File: src/rtl/pio_pkg.sv
package pio_pkg;

    localparam int BUS_W    = 32;
    localparam int MAX_PINS = 32;

    typedef enum logic [1:0] {
        TRIG_LEVEL = 2'd0,
        TRIG_RISE  = 2'd1,
        TRIG_FALL  = 2'd2,
        TRIG_BOTH  = 2'd3
    } trig_e;

    typedef enum logic [1:0] {
        IDX_DATA = 2'd0,
        IDX_DIR  = 2'd1,
        IDX_MASK = 2'd2,
        IDX_CAP  = 2'd3
    } reg_idx_e;

    typedef struct packed {
        logic data;
        logic dir;
        logic mask;
        logic cap;
    } wr_strobe_t;

    function automatic wr_strobe_t decode_write(input logic wr, input logic [1:0] addr);
        wr_strobe_t s;
        s.data = wr && (reg_idx_e'(addr) == IDX_DATA);
        s.dir  = wr && (reg_idx_e'(addr) == IDX_DIR);
        s.mask = wr && (reg_idx_e'(addr) == IDX_MASK);
        s.cap  = wr && (reg_idx_e'(addr) == IDX_CAP);
        return s;
    endfunction

    function automatic logic [MAX_PINS-1:0] pick_edges(input trig_e mode,
                                                        input logic [MAX_PINS-1:0] cur,
                                                        input logic [MAX_PINS-1:0] prev);
        logic [MAX_PINS-1:0] e;
        case (mode)
            TRIG_RISE: e = cur & ~prev;
            TRIG_FALL: e = ~cur & prev;
            TRIG_BOTH: e = cur ^ prev;
            default:   e = '0;
        endcase
        return e;
    endfunction

endpackage

File: src/rtl/pio_sync.sv
module pio_sync #(
    parameter int N = 32
) (
    input  logic         clk,
    input  logic         rst,
    input  logic [N-1:0] pin_in,
    output logic [N-1:0] cur,
    output logic [N-1:0] prev
);
    logic [N-1:0] meta_q;

    always_ff @(posedge clk) begin
        if (rst) begin
            meta_q <= '0;
            cur    <= '0;
            prev   <= '0;
        end else begin
            meta_q <= pin_in;
            cur    <= meta_q;
            prev   <= cur;
        end
    end
endmodule

File: src/rtl/pio_ctrl_regs.sv
module pio_ctrl_regs
    import pio_pkg::*;
#(
    parameter int N = 32
) (
    input  logic         clk,
    input  logic         rst,
    input  wr_strobe_t   stb,
    input  logic [N-1:0] wdata,
    output logic [N-1:0] out_q,
    output logic [N-1:0] dir_q,
    output logic [N-1:0] mask_q
);
    always_ff @(posedge clk) begin
        if (rst) begin
            out_q  <= '0;
            dir_q  <= '0;
            mask_q <= '0;
        end else begin
            if (stb.data) out_q  <= wdata;
            if (stb.dir)  dir_q  <= wdata;
            if (stb.mask) mask_q <= wdata;
        end
    end
endmodule

File: src/rtl/pio_capture.sv
module pio_capture
    import pio_pkg::*;
#(
    parameter int    N    = 32,
    parameter trig_e TRIG = TRIG_RISE
) (
    input  logic         clk,
    input  logic         rst,
    input  logic [N-1:0] cur,
    input  logic [N-1:0] prev,
    input  logic         clr_en,
    input  logic [N-1:0] clr_bits,
    output logic [N-1:0] cap_q,
    output logic [N-1:0] cap_set
);
    generate
        if (TRIG == TRIG_LEVEL) begin : g_level
            assign cap_set = '0;
            assign cap_q   = '0;
        end else begin : g_edge
            logic [MAX_PINS-1:0] cur_w, prev_w, hit_w;
            logic [N-1:0]        clr_eff;

            always_comb begin
                cur_w        = '0;
                prev_w       = '0;
                cur_w[N-1:0] = cur;
                prev_w[N-1:0] = prev;
                hit_w        = pick_edges(TRIG, cur_w, prev_w);
            end

            assign cap_set = hit_w[N-1:0];
            assign clr_eff = clr_en ? clr_bits : '0;

            always_ff @(posedge clk) begin
                if (rst) cap_q <= '0;
                else     cap_q <= (cap_q & ~clr_eff) | cap_set;
            end
        end
    endgenerate
endmodule

File: src/rtl/pio_port.sv
module pio_port
    import pio_pkg::*;
#(
    parameter int    PIN_COUNT = 32,
    parameter trig_e TRIG      = TRIG_RISE
) (
    input  logic                 clk,
    input  logic                 rst,
    input  logic                 bus_wr,
    input  logic                 bus_rd,
    input  logic [1:0]           bus_addr,
    input  logic [BUS_W-1:0]     bus_wdata,
    output logic [BUS_W-1:0]     bus_rdata,
    input  logic [PIN_COUNT-1:0] pin_in,
    output logic [PIN_COUNT-1:0] pin_out,
    output logic [PIN_COUNT-1:0] pin_oe,
    output logic                 irq
);
    localparam int N = PIN_COUNT;

    wr_strobe_t   stb;
    logic [N-1:0] sync_cur, sync_prev;
    logic [N-1:0] out_q, dir_q, mask_q;
    logic [N-1:0] cap_q, cap_set;
    logic [N-1:0] data_view;
    logic [BUS_W-1:0] rd_next;

    assign stb = decode_write(bus_wr, bus_addr);

    pio_sync #(.N(N)) u_sync (
        .clk    (clk),
        .rst    (rst),
        .pin_in (pin_in),
        .cur    (sync_cur),
        .prev   (sync_prev)
    );

    pio_ctrl_regs #(.N(N)) u_regs (
        .clk    (clk),
        .rst    (rst),
        .stb    (stb),
        .wdata  (bus_wdata[N-1:0]),
        .out_q  (out_q),
        .dir_q  (dir_q),
        .mask_q (mask_q)
    );

    pio_capture #(.N(N), .TRIG(TRIG)) u_cap (
        .clk      (clk),
        .rst      (rst),
        .cur      (sync_cur),
        .prev     (sync_prev),
        .clr_en   (stb.cap),
        .clr_bits (bus_wdata[N-1:0]),
        .cap_q    (cap_q),
        .cap_set  (cap_set)
    );

    assign data_view = (dir_q & out_q) | (~dir_q & sync_cur);

    always_comb begin
        rd_next = '0;
        case (reg_idx_e'(bus_addr))
            IDX_DATA: rd_next[N-1:0] = data_view;
            IDX_DIR:  rd_next[N-1:0] = dir_q;
            IDX_MASK: rd_next[N-1:0] = mask_q;
            default:  rd_next[N-1:0] = cap_q;
        endcase
    end

    always_ff @(posedge clk) begin
        if (rst)         bus_rdata <= '0;
        else if (bus_rd) bus_rdata <= rd_next;
    end

    assign pin_out = out_q;
    assign pin_oe  = dir_q;

    generate
        if (TRIG == TRIG_LEVEL) begin : g_irq_level
            assign irq = |(sync_cur & mask_q);
        end else begin : g_irq_edge
            assign irq = |(cap_q & mask_q);
        end
    endgenerate
endmodule

File: config.mk
export PLATFORM = sky130hd
export DESIGN_NAME = pio_port
export DESIGN_NICKNAME = d
export VERILOG_FILES = /design/src/rtl/pio_pkg.sv /design/src/rtl/pio_sync.sv /design/src/rtl/pio_ctrl_regs.sv /design/src/rtl/pio_capture.sv /design/src/rtl/pio_port.sv
export SDC_FILE = /design/constraint.sdc
export NUM_CORES = 1
export LEC_CHECK = 0
export ABC_AREA = 0
export BUFFER_PORTS_ARGS = -buffer_cell sky130_fd_sc_hd__buf_2
export CORE_MARGIN = 4
export CORE_UTILIZATION = 28
export DETAILED_ROUTE_END_ITERATION = 12
export PLACE_DENSITY = 0.44
export SLEW_MARGIN = 0
export SYNTH_ARGS = -nofsm -noshare
export SYNTH_HDL_FRONTEND = slang
export SYNTH_SLANG_ARGS = --single-unit
File: constraint.sdc
create_clock -name clk -period 2.1 [get_ports clk]
set_input_delay 0.315 -clock clk [delete_from_list [all_inputs] [get_ports clk]]
set_output_delay 0.315 -clock clk [all_outputs]
set_load 0.05 [all_outputs]
== Word level (Yosys, flattened, before mapping) ==
Index checks and enable logic that the tools add are counted.

* Logic and storage cells: 29
* Bits of input ports: 70
* Register bits: 256
* Output and inout bits: 97

* Mux-type cells: 2
* Reductions and logical operators: 6
* Bitwise operators: 10
* Eq/ne operators: 3

{| class="wikitable"
|+ Operators by type and width
! operator !! count
|-
| 32-bit AND || 5
|-
| 32-bit NOT || 3
|-
| 32-bit case mux with 3 select lines || 1
|-
| 32-bit bitwise OR || 2
|-
| 32-bit 2-to-1 mux || 1
|-
| 32-bit OR reduction || 1
|-
| 2-bit equality test (second input constant) || 2
|-
| 1-bit logical AND || 4
|-
| 2-bit by 1-bit equality test with 1-bit output (second input constant) || 1
|-
| 2-bit zero test || 1
|}

== Longest topological paths before layout ==
Gate-level depths: netlist of the first run.

* Word-level depth: 6
* Depth in mapped cells: 6
* Mapped depth without buffers: 3

== Modules after synthesis ==
A second synthesis of the first run with hierarchy kept.

* Cell total of the unflattened synthesis: 959
* Area, all modules: 10134.7 um^2

{| class="wikitable"
|+ Modules (own cells, without submodules)
! module !! cells each !! sequential area each (um^2) !! times used !! area each (um^2)
|-
| pio_ctrl_regs || 311 || 1921.8 || 1 || 3544.6
|-
| pio_sync || 202 || 1921.8 || 1 || 2600.0
|-
| pio_port || 312 || 640.6 || 1 || 2468.6
|-
| pio_capture || 134 || 640.6 || 1 || 1521.5
|}

== Worst setup path after synthesis of the first run ==
No wires, ideal clock.

* Path kind: reg-to-output
* Start: reg u_cap.cap_q[23]
* End: out irq
* Buffers on the path: 0
* Data arrival time: 1335 ps
* Required time: 1785 ps
* Stages on the path, launching flop included: 4
* Setup slack: 450 ps
* Path through: dfxtp_1 -> a22oi_1 -> nand4_1 -> or4_1

* Longest elaborated chain between the ends: 2

{| class="wikitable"
|+ Ends and longest elaborated chain
! item !! RTL line !! RTL
|-
| start: declaration || pio_capture.sv:13 || <nowiki>output logic [N-1:0] cap_q,</nowiki>
|-
| start signal: assignment || pio_capture.sv:37 || <nowiki>else cap_q <= (cap_q & ~clr_eff) | cap_set;</nowiki>
|-
| 32-bit AND || pio_port.sv:83 || <nowiki>assign irq = |(cap_q & mask_q);</nowiki>
|-
| 32-bit OR reduction || pio_port.sv:83 ||
|-
| end: declaration || pio_port.sv:17 || <nowiki>output logic irq</nowiki>
|}

No other way between the ends.

== Worst setup path after layout of the first run ==
* Start: reg u_regs.mask_q[12]
* End: out irq

* Longest elaborated chain between the ends: 2

{| class="wikitable"
|+ Ends and longest elaborated chain
! item !! RTL line !! RTL
|-
| start: declaration || pio_ctrl_regs.sv:12 || <nowiki>output logic [N-1:0] mask_q</nowiki>
|-
| start signal: assignment || pio_ctrl_regs.sv:22 || <nowiki>if (stb.mask) mask_q <= wdata;</nowiki>
|-
| 32-bit AND || pio_port.sv:83 ||
|-
| 32-bit OR reduction || pio_port.sv:83 ||
|}

No other way between the ends.

==> results of run 1 <==
sequential cells by signal (all words and copies together) (netlist names):
name / cells
u_cap.cap_q: 32
u_sync.cur: 32
bus_rdata: 32
u_sync.meta_q: 32
u_regs.out_q: 32
u_sync.prev: 32
u_regs.dir_q: 32
u_regs.mask_q: 32
stage by stage:
stage,setup slack [ps],utilization,hold slack (ps)
after floorplan,449.9,-,413.8
after global placement,91.85,0.3261,420.2
after detailed placement,105.9,0.3261,426.2
after CTS,-236.0,0.3658,2.480
after global routing,-271.8,0.3664,3.729
final,-221.5,0.3664,13.83
final cells by class:
type / instances / share of cell area
Multi-Input combinational cell: 704 / 0.3258
Clock buffer: 46 / 0.07242
Clock inverter: 10 / 0.008329
Tap cell: 448 / 0.04551
Sequential cell: 256 / 0.4164
Inverter: 32 / 0.009751
Timing Repair Buffer: 230 / 0.1218
logic make-up (layout without fill, tap and decap cells):
kind of cell,Yosys count,in the layout
AO/OA/AOI/OAI,272,272
AND/OR/NAND/NOR,432,432
flip-flops,256,256
buffers and inverters,108,318
worst min path at each step:
| stage | to | start | cells past startpoint | slack [ps] |
|---|---|---|---|---|
| 3_3_place_gp | u_sync.cur[14] | u_sync.meta_q[14] | 1 | 420 |
| 5_1_grt | u_sync.meta_q[10] | pin_in[10] | 2 | 4 |
| 3_5_place_dp | u_sync.cur[3] | u_sync.meta_q[3] | 1 | 430 |
| 2_1_floorplan | u_sync.cur[0] | u_sync.meta_q[0] | 1 | 410 |
| 6_report | u_sync.meta_q[8] | pin_in[8] | 2 | 10 |
| 4_1_cts | u_sync.meta_q[13] | pin_in[13] | 2 | 2 |
critical path: cells and delay by family (launching register included):
| kind | cells | cell delay [ps] |
|---|---|---|
| AND/OR/NAND/NOR | 2 | 720 |
| flip-flops | 1 | 320 |
| AO/OA/AOI/OAI | 1 | 250 |
| buffers and inverters | 1 | 180 |
repair_timing:
action | 4_1_cts | 5_1_grt
hold endpoints to repair | 28 | 1
buffers inserted | 1 | 0
setup endpoints to repair | 1 | 1
gates resized for setup | 13 | 3
pin swaps | 6 | 4
cloned | 0 | 0
hold buffers | 28 | 1
routing by layer:
| layer | share of wire | track usage |
|---|---|---|
| met5 | 0 | 0 |
| met2 | 0.46 | 0.2750 |
| met1 | 0.47 | 0.2414 |
| met3 | 0.051 | 0.02858 |
| met4 | 0.019 | 0.04032 |
cells in the final DEF (no fill, tap or decap), drive strengths merged:
| cell type | n |
|---|---|
| a21oi | 128 |
| a22oi | 16 |
| and2b | 1 |
| and3b | 2 |
| buf | 201 |
| bufinv | 2 |
| clkbuf | 46 |
| clkinv | 7 |
| clkinvlp | 1 |
| dfxtp | 256 |
| dlygate4sd3 | 29 |
| inv | 32 |
| nand2 | 193 |
| nand2b | 33 |
| nand3 | 1 |
| nand3b | 2 |
| nand4 | 4 |
| nor2b | 128 |
| nor3b | 33 |
| o21ai | 64 |
| o31ai | 32 |
| o32ai | 32 |
| or2 | 1 |
| or3b | 33 |
| or4 | 1 |
report_power, final:
part | total [W] | switching, W | internal (W)
combinational | 0.00118 | 0.000780 | 0.000398
sequential | 0.00521 | 0.000146 | 0.00506
clock | 0.00519 | 0.00203 | 0.00315
total | 0.0116 | 0.00296 | 0.00861
==> metrics.cfg, run 1 <==
[outcome]
status = complete, but fails checks
violations = setup timing

[route]
wl_per_cell_um = 19.05
postRouteAntennaNets = 0
drt_iter0_drc = 568
routed_wl_um = 32870
drc = 0
first_pass_iters = 5
viasPerCell = 4.647
vias = 8020

[synthesis]
synth_flop_cell = dfxtp_1
synth_compound_area_frac = 0.1676
synth_enable_flop_cells = 0
synthMuxAreaShare = 0
yosys.area.top_type = dfxtp_1
synthSimpleGateAreaFrac = 0.2467
synth_nets = 1138
synth-seq-area-share = 0.5364
synth_xor_area_frac = 0
synth_cell_types = 25
yosysWarnings = 0
synth_top_area_share = 0.5364
syn_area_per_cell_um2 = 8.946
synth_top_family_by_area = simple AND/OR/NAND/NOR gates
synth_fa_ha_area_frac = 0
synthCells = 1068
synth_common_cells = dfxtp_1 (256), nand2_1 (193), a21oi_1 (128), nor2b_1 (128), o21ai_0 (64)
synthArstFlopShare = 0
yosysMostFrequentCell = dfxtp_1
syn-cell-area_um2 = 9554
netlist_top_cells_area = dfxtp_1 (54%), nor2b_1 (8.4%), nand2_1 (7.6%)
ys_seq_elements = 256

[grt]
grt_max_degree = 50
grtUsageTotal = 0.1714
overflow = 0
grt_pass1_wl_um = 48930
antenna_found_initial = 1
grt_pass1_vias = 7811

[sta]
period_share = 1.105
setup_viol = 1
fmax_mhz = 430.8
hold_viol = 0
period_minus_slack_ps = 2321
fin_worst_skew_ps = 8.834
rsz0062_at_grt = true
tns_ps = -221.5
slew_headroom = 0.6441
fin_ws_ps = -221.5
drv_slew = 0
worst_pin_slew_ps = 533.8

[worst_setup_path]
cp_slowest_cell = or4_4
cp_slowest_stage_delay_ps = 550
startpoint = u_regs.mask_q[12]
r2r_end = bus_rdata[19]
reg2reg_from = u_sync.cur[19]
endpoint_kind = output port
critPathCapture = irq
path_cells = a22oi_2, nand4_1, or4_4, buf_8
crit_fanout = 2
cp-start-kind = flip-flop
cp.required_ps = 1780
crit_arrival_ps = 2010
crit_type = reg -> out
r2r_cells = 3
rrSetupSlack_ps = 940

[finish]
areaGrowthSynthToFinish_pct = 28.93
diodes = 0
n_fill_cell = 3472
nNetsFinal = 1324
final_cells = 1726
final_area_um2 = 12320
regArea_um2 = 5129
drive_gt1_frac = 0.2300
multi_input_area_um2 = 4014

[clock_tree]
clk_latency_ps = 540
clk_pin_slew_ps = 60
cts_max_level = 1
numCtsBuffers = 30
cts_tree = yes
clkSinkCount = 256
clockRootBuffer = clkbuf_16
cts_buffer_depth = 3

[place]
portBuffers = 166
placed_area_um2 = 10960
finalWeightedCongestion = 0.7713
dp_hpwl_um = 22860
placed_cells = 1640

[power]
powerDensity_nw_per_um2 = 939.5
p_leak_nw = 4.833
power_w = 0.01157
peakVddDrop_mv = 0.5753

[floorplan]
die-width_um = 192.7
die_y_um = 192.7
die_area_um2 = 37140
num_io_pins = 167
rows = 67
coreArea_um2 = 33620
start_util = 0.2842

[run]
drv_cap = 0

[worst_hold_path]
hold_class = in -> reg

(Power assumes the default switching activity.)
==> inputs of run 2 (changes only) <==
Settings changed: CORE_UTILIZATION 28 to 55, PLACE_DENSITY 0.44 to 0.77, SKIP_CTS_REPAIR_TIMING set to 1.
==> run 2 against run 1 <==
Effect of this change:
- via count is 1.8% higher
- critical endpoint unchanged
- the run ends with hold timing, setup timing left
- clock power decreased by 2%
- clock skew rose by 1.5 ps
- utilization is 33 points higher
- global-route usage up 9.3 points
- routed wire length shrank 18%
- critical path depth did not move
- non-clock buffer count fell by 26
- worst hold slack lost 24 ps
- sequential share of layout area rose by 2.3 points
- combinational power is 8% lower
==> metrics.cfg, run 2 (same netlist as run 1, synthesis figures left out) <==
[outcome]
status = complete, but fails checks  ; unchanged
violations = hold timing, setup timing  ; was setup timing

[worst_setup_path]
crit_type = reg -> out  ; unchanged
cp_num_buf_inv = 1  ; unchanged
cp_slowest_cell = or4_4  ; unchanged
cp.required_ps = 1780  ; about the same
crit_fanout = 3  ; was 2
cp_slowest_stage_delay_ps = 550  ; about the same
endpoint_kind = output port  ; unchanged
rrSetupSlack_ps = 1020  ; was 940 ps
r2r_cells = 3  ; unchanged
reg2reg_from = u_sync.cur[26]  ; was u_sync.cur[19]
cp-start-kind = flip-flop  ; unchanged
critPathTopFamily = simple AND/OR/NAND/NOR gates  ; unchanged
path_cells = a22oi_2, nand4_1, or4_4, buf_8  ; unchanged
r2r_end = bus_rdata[26]  ; was bus_rdata[19]
crit_arrival_ps = 1980  ; was 2010 ps
startpoint = u_regs.mask_q[12]  ; unchanged

[floorplan]
die_area_um2 = 19540  ; was 37140 um^2
rows = 47  ; was 67
die_y_um = 139.8  ; was 192.7 um
start_util = 0.5681  ; was 0.2842
die-width_um = 139.8  ; was 192.7 um
coreArea_um2 = 16820  ; was 33620 um^2
num_io_pins = 167  ; unchanged

[place]
portBuffers = 166  ; unchanged
finalWeightedCongestion = 0.9227  ; was 0.7713
dp_hpwl_um = 18320  ; was 22860 um
placed_cells = 1411  ; was 1640

[finish]
diodes = 0  ; unchanged
mostFrequentLayoutCell = dfxtp_1  ; unchanged
areaGrowthSynthToFinish_pct = 22.21  ; was 28.93%
final_cells = 1464  ; was 1726
drive_gt1_frac = 0.2283  ; was 0.2300
nNetsFinal = 1294  ; was 1324
mostFrequentLayoutCells = dfxtp_1 (255), nand2_1 (193), buf_2 (164), nor2b_1 (128), a21oi_1 (128)  ; was dfxtp_1 (253), nand2_1 (193), buf_2 (164), nor2b_1 (128), a21oi_1 (128)

[sta]
drv_slew = 0  ; unchanged
setup_viol = 1  ; unchanged
period_minus_slack_ps = 2299  ; was 2321 ps
fmax_mhz = 434.9  ; was 430.8 MHz
hold_viol = 14  ; was 0
rsz0062_at_grt = true  ; unchanged
fin_ws_ps = -199.2  ; was -221.5 ps
fin_hold_ws_ps = -9.810  ; was 13.83 ps
worst_pin_slew_ps = 534.4  ; was 533.8 ps
period_share = 1.095  ; was 1.105
fin_worst_skew_ps = 10.31  ; was 8.834 ps
slew_headroom = 0.6437  ; was 0.6441

[grt]
grt_pass1_vias = 7612  ; was 7811
antenna_found_initial = 0  ; was 1
grt_pass1_wl_um = 42150  ; was 48930 um
grtUsageTotal = 0.2639  ; was 0.1714
grt_max_degree = 77  ; was 50
use_met2 = 0.4183  ; was 0.2750
met3_usage = 0.05180  ; was 0.02858
overflow = 0  ; unchanged
grt_use_met1 = 0.3657  ; was 0.2414
busiest_layer = met2  ; unchanged

[run]
drv_cap = 0  ; unchanged

[power]
power_w = 0.01136  ; was 0.01157 W
powerDensity_nw_per_um2 = 973.1  ; was 939.5 nW/um^2
peakVddDrop_mv = 0.7827  ; was 0.5753 mV
p_leak_nw = 4.682  ; was 4.833 nW

[route]
drt_iter0_drc = 653  ; was 568
viasPerCell = 5.579  ; was 4.647
first_pass_iters = 5  ; unchanged
routed_wl_um = 26850  ; was 32870 um
postRouteAntennaNets = 0  ; unchanged
vias = 8168  ; was 8020
wl_per_cell_um = 18.34  ; was 19.05 um
drc = 0  ; unchanged

[clock_tree]
clk_latency_ps = 530  ; was 540 ps
clk_pin_slew_ps = 60  ; about the same
clkSinkCount = 256  ; unchanged
numCtsBuffers = 26  ; was 30
clockRootBuffer = clkbuf_16  ; unchanged
cts_tree = yes  ; unchanged
cts_buffer_depth = 3  ; unchanged
cts_max_level = 1  ; unchanged

[worst_hold_path]
holdCritStartpoint = pin_in[15]  ; was pin_in[8]
whs_path_depth = 2  ; unchanged
hold_class = in -> reg  ; unchanged
holdPathEnd = u_sync.meta_q[15]  ; was u_sync.meta_q[8]

[run 2: changes by cell type in the layout (fill, tap and decap cells not counted), moves of 2 or more]
cell           before  now
dlygate4sd3_1      29    5
a22oi_2             9    6
buf_4              27   29
dfxtp_2             3    1
clkbuf_1            9    4
a22oi_1             7   10
bufinv_16           2    6
buf_12              8    4
dfxtp_1           253  255
clkbuf_16          31   26
[run 2: routing by layer]
metal  routed length [um]  vias up
met1                11160     3791
met3                 2527       57
met2                12350      387
met4                  811        0
met5                    0        -
li1                     -     3933
[run 2: report_power, final]
group          internal [W]  switching, W  leakage (nW)
Sequential          0.00506      0.000144          2.09
Clock               0.00319       0.00188         0.476
Combinational      0.000357      0.000733          2.11
[run 2: layout make-up]
cell class	count	area, um^2
Inverter	32	120.1
Multi-Input combinational cell	704	3999
Fill cell	1351	5142
Timing Repair Buffer	204	1195
Sequential cell	256	5126
Tap cell	220	275.3
Clock buffer	35	734.5
Clock inverter	13	226.5
[run 2: worst max-delay path by stage]
stage / to / slack (ps) / cells after the start
2_1_floorplan: irq / 450 / 3
3_3_place_gp: irq / 180 / 4
3_5_place_dp: irq / 200 / 4
4_1_cts: irq / -380 / 4
5_1_grt: irq / -230 / 4
6_report: irq / -200 / 4
[run 2: worst reg2reg max path: stages, from the launching register on]
cell and delay (ps):
dfxtp_1 330, nor2b_1 140, o32ai_1 340, o31ai_1 140
[run 2: per-stage QoR]
| stage | TNS [ps] | util | area [um^2] | setup slack, ps | hold slack [ps] |
|---|---|---|---|---|---|
| after floorplan | 0 | - | 9554 | 449.9 | 413.8 |
| after global placement | 0 | 0.6315 | 10620 | 184.3 | 420.4 |
| after detailed placement | 0 | 0.6315 | 10620 | 195.7 | 421.8 |
| after CTS | -383.4 | 0.6886 | 11580 | -383.4 | -22.88 |
| after global routing | -230.3 | 0.6942 | 11680 | -230.3 | 1.218 |
| final | -199.2 | 0.6942 | 11680 | -199.2 | -9.810 |
==> inputs of run 3 (changes only) <==
Settings changed: CORE_UTILIZATION 55 to 50, PLACE_DENSITY 0.77 to 0.73.
Clock period 2.1 ns to 1.9 ns, I/O delays scaled along.
==> run 3 against run 2 <==
Effect of this change:
- the run still ends with hold timing, setup timing left
- combinational power up 15%
- worst hold slack worse by 21 ps
- final cell count up 2.3%
- clock power up 3%
- power up 7.5%
==> metrics.cfg, run 3 (same netlist as run 1, synthesis figures left out) <==
[outcome]
status = complete, but fails checks  ; unchanged
violations = hold timing, setup timing  ; unchanged

[route]
viasPerCell = 5.455  ; was 5.579
postRouteAntennaNets = 0  ; unchanged
vias = 8166  ; was 8168
drc = 0  ; unchanged
first_pass_iters = 5  ; unchanged
routed_wl_um = 27200  ; was 26850 um
drt_iter0_drc = 823  ; was 653
wl_per_cell_um = 18.17  ; was 18.34 um

[worst_setup_path]
cp_slowest_cell = or4_4  ; unchanged
r2r_end = bus_rdata[19]  ; was bus_rdata[26]
r2r_cells = 3  ; unchanged
crit_fanout = 3  ; unchanged
reg2reg_from = u_sync.cur[19]  ; was u_sync.cur[26]
cp_slowest_stage_delay_ps = 540  ; was 550 ps
startpoint = u_regs.mask_q[16]  ; was u_regs.mask_q[12]
crit_type = reg -> out  ; unchanged
cp.required_ps = 1620  ; was 1780 ps
rrSetupSlack_ps = 810  ; was 1020 ps
endpoint_kind = output port  ; unchanged
path_cells = a22oi_2, nand4_1, or4_4, buf_8  ; unchanged
critPathCapture = irq  ; unchanged
crit_arrival_ps = 1970  ; was 1980 ps
cp-start-kind = flip-flop  ; unchanged

[power]
powerDensity_nw_per_um2 = 1027  ; was 973.1 nW/um^2
p_sw_w = 0.003023  ; was 0.002753 W
switching_share = 0.2476  ; was 0.2423
p_leak_nw = 4.738  ; was 4.682 nW
p_int_w = 0.009190  ; was 0.008609 W
peakVddDrop_mv = 0.9310  ; was 0.7827 mV
p_seq_frac = 0.471  ; was 0.458
clock_power_share = 0.426  ; was 0.446
power_w = 0.01221  ; was 0.01136 W
combPwrFrac = 0.102  ; was 0.096

[clock_tree]
cts_buffer_depth = 3  ; unchanged
cts_max_level = 1  ; unchanged
clk_pin_slew_ps = 60  ; about the same
clkSinkCount = 256  ; unchanged
clk_latency_ps = 530  ; about the same
numCtsBuffers = 26  ; unchanged
cts_tree = yes  ; unchanged
clockRootBuffer = clkbuf_16  ; unchanged

[sta]
fin_hold_ws_ps = -30.71  ; was -9.810 ps
period_minus_slack_ps = 2251
period_share = 1.185
worst_pin_slew_ps = 416.0  ; was 534.4 ps
rsz0062_at_grt = true  ; unchanged
setup_viol = 1  ; unchanged
fin_ws_ps = -350.6  ; was -199.2 ps
slew_headroom = 0.7226  ; was 0.6437
drv_slew = 0  ; unchanged
fmax_mhz = 444.3
fin_worst_skew_ps = 12.11  ; was 10.31 ps
hold_viol = 3  ; was 14

[grt]
grt_max_degree = 96  ; was 77
overflow = 0  ; unchanged
antenna_found_initial = 0  ; unchanged
grtUsageTotal = 0.2401  ; was 0.2639
grt_pass1_vias = 7541  ; was 7612
grt_pass1_wl_um = 42060  ; was 42150 um

[finish]
final_cells = 1497  ; was 1464
multi_input_area_um2 = 4029  ; was 3999 um^2
diodes = 0  ; unchanged
nNetsFinal = 1314  ; was 1294
drive_gt1_frac = 0.2257  ; was 0.2283
mostFrequentLayoutCells = dfxtp_1 (253), nand2_1 (193), buf_2 (164), nor2b_1 (128), a21oi_1 (128)  ; was dfxtp_1 (255), nand2_1 (193), buf_2 (164), nor2b_1 (128), a21oi_1 (128)
mostFrequentLayoutCell = dfxtp_1  ; unchanged
n_fill_cell = 1587  ; was 1351
regArea_um2 = 5129  ; was 5126 um^2
areaGrowthSynthToFinish_pct = 24.52  ; was 22.21%

[place]
portBuffers = 166  ; unchanged
placed_cells = 1422  ; was 1411
dp_hpwl_um = 18190  ; was 18320 um
finalWeightedCongestion = 0.8759  ; was 0.9227
place_ws_ps = 51.97  ; was 195.7 ps

[floorplan]
die-width_um = 146.2  ; was 139.8 um
rows = 50  ; was 47
coreArea_um2 = 18770  ; was 16820 um^2
start_util = 0.5091  ; was 0.5681
die_area_um2 = 21380  ; was 19540 um^2
die_y_um = 146.2  ; was 139.8 um
num_io_pins = 167  ; unchanged

[run]
drv_cap = 0  ; unchanged

[worst_hold_path]
hold_class = in -> reg  ; unchanged

run 3: power by group through the flow:
stage	clock network [W]	registers, W	logic (W)
floorplan	0	0.00610	0.000508
global placement	0	0.00585	0.00117
detailed placement	0	0.00586	0.00118
CTS	0.00529	0.00574	0.00119
global route	0.00551	0.00578	0.00134
finish	0.00521	0.00576	0.00125
run 3: worst min-delay path by stage:
stage / to / cells past startpoint / slack, ps / startpoint
2_1_floorplan: u_sync.meta_q[0] / 1 / 410 / pin_in[0]
3_3_place_gp: u_sync.cur[25] / 1 / 420 / u_sync.meta_q[25]
3_5_place_dp: u_sync.cur[0] / 1 / 420 / u_sync.meta_q[0]
4_1_cts: u_sync.meta_q[15] / 2 / -50 / pin_in[15]
5_1_grt: u_sync.meta_q[11] / 2 / 5 / pin_in[11]
6_report: u_sync.meta_q[11] / 2 / -30 / pin_in[11]
run 3: worst max-delay path, delay by kind of cell, from the launching register on:
family / cells / cell delay (ps)
compound gates: 1 / 230
flops: 1 / 330
buf+inv: 1 / 170
simple gates: 2 / 700
run 3: stage by stage:
step	setup TNS [ps]	hold slack [ps]	utilization	instance area (um^2)
final	-350.6	-30.71	0.6339	11900
after global routing	-364.9	5.200	0.6339	11900
after CTS	-560.0	-53.22	0.6148	11540
after detailed placement	0	420.4	0.5676	10650
after global placement	0	422.3	0.5676	10650
after floorplan	0	413.2	-	9554
run 3: cell type report:
type	count	share of cell area
Clock buffer	39	0.06384
Clock inverter	8	0.01062
Inverter	32	0.01010
Multi-Input combinational cell	704	0.3387
Sequential cell	256	0.4311
Tap cell	234	0.02461
Timing Repair Buffer	224	0.1211
run 3: layer usage:
metal	global-route usage	up-vias	routed length (um)	share of wire
met2	0.3758	342	12290	0.45
li1	-	3963	-	-
met5	0	-	0	0
met4	0.06867	0	668	0.025
met3	0.04066	52	2090	0.077
met1	0.3436	3809	12140	0.45
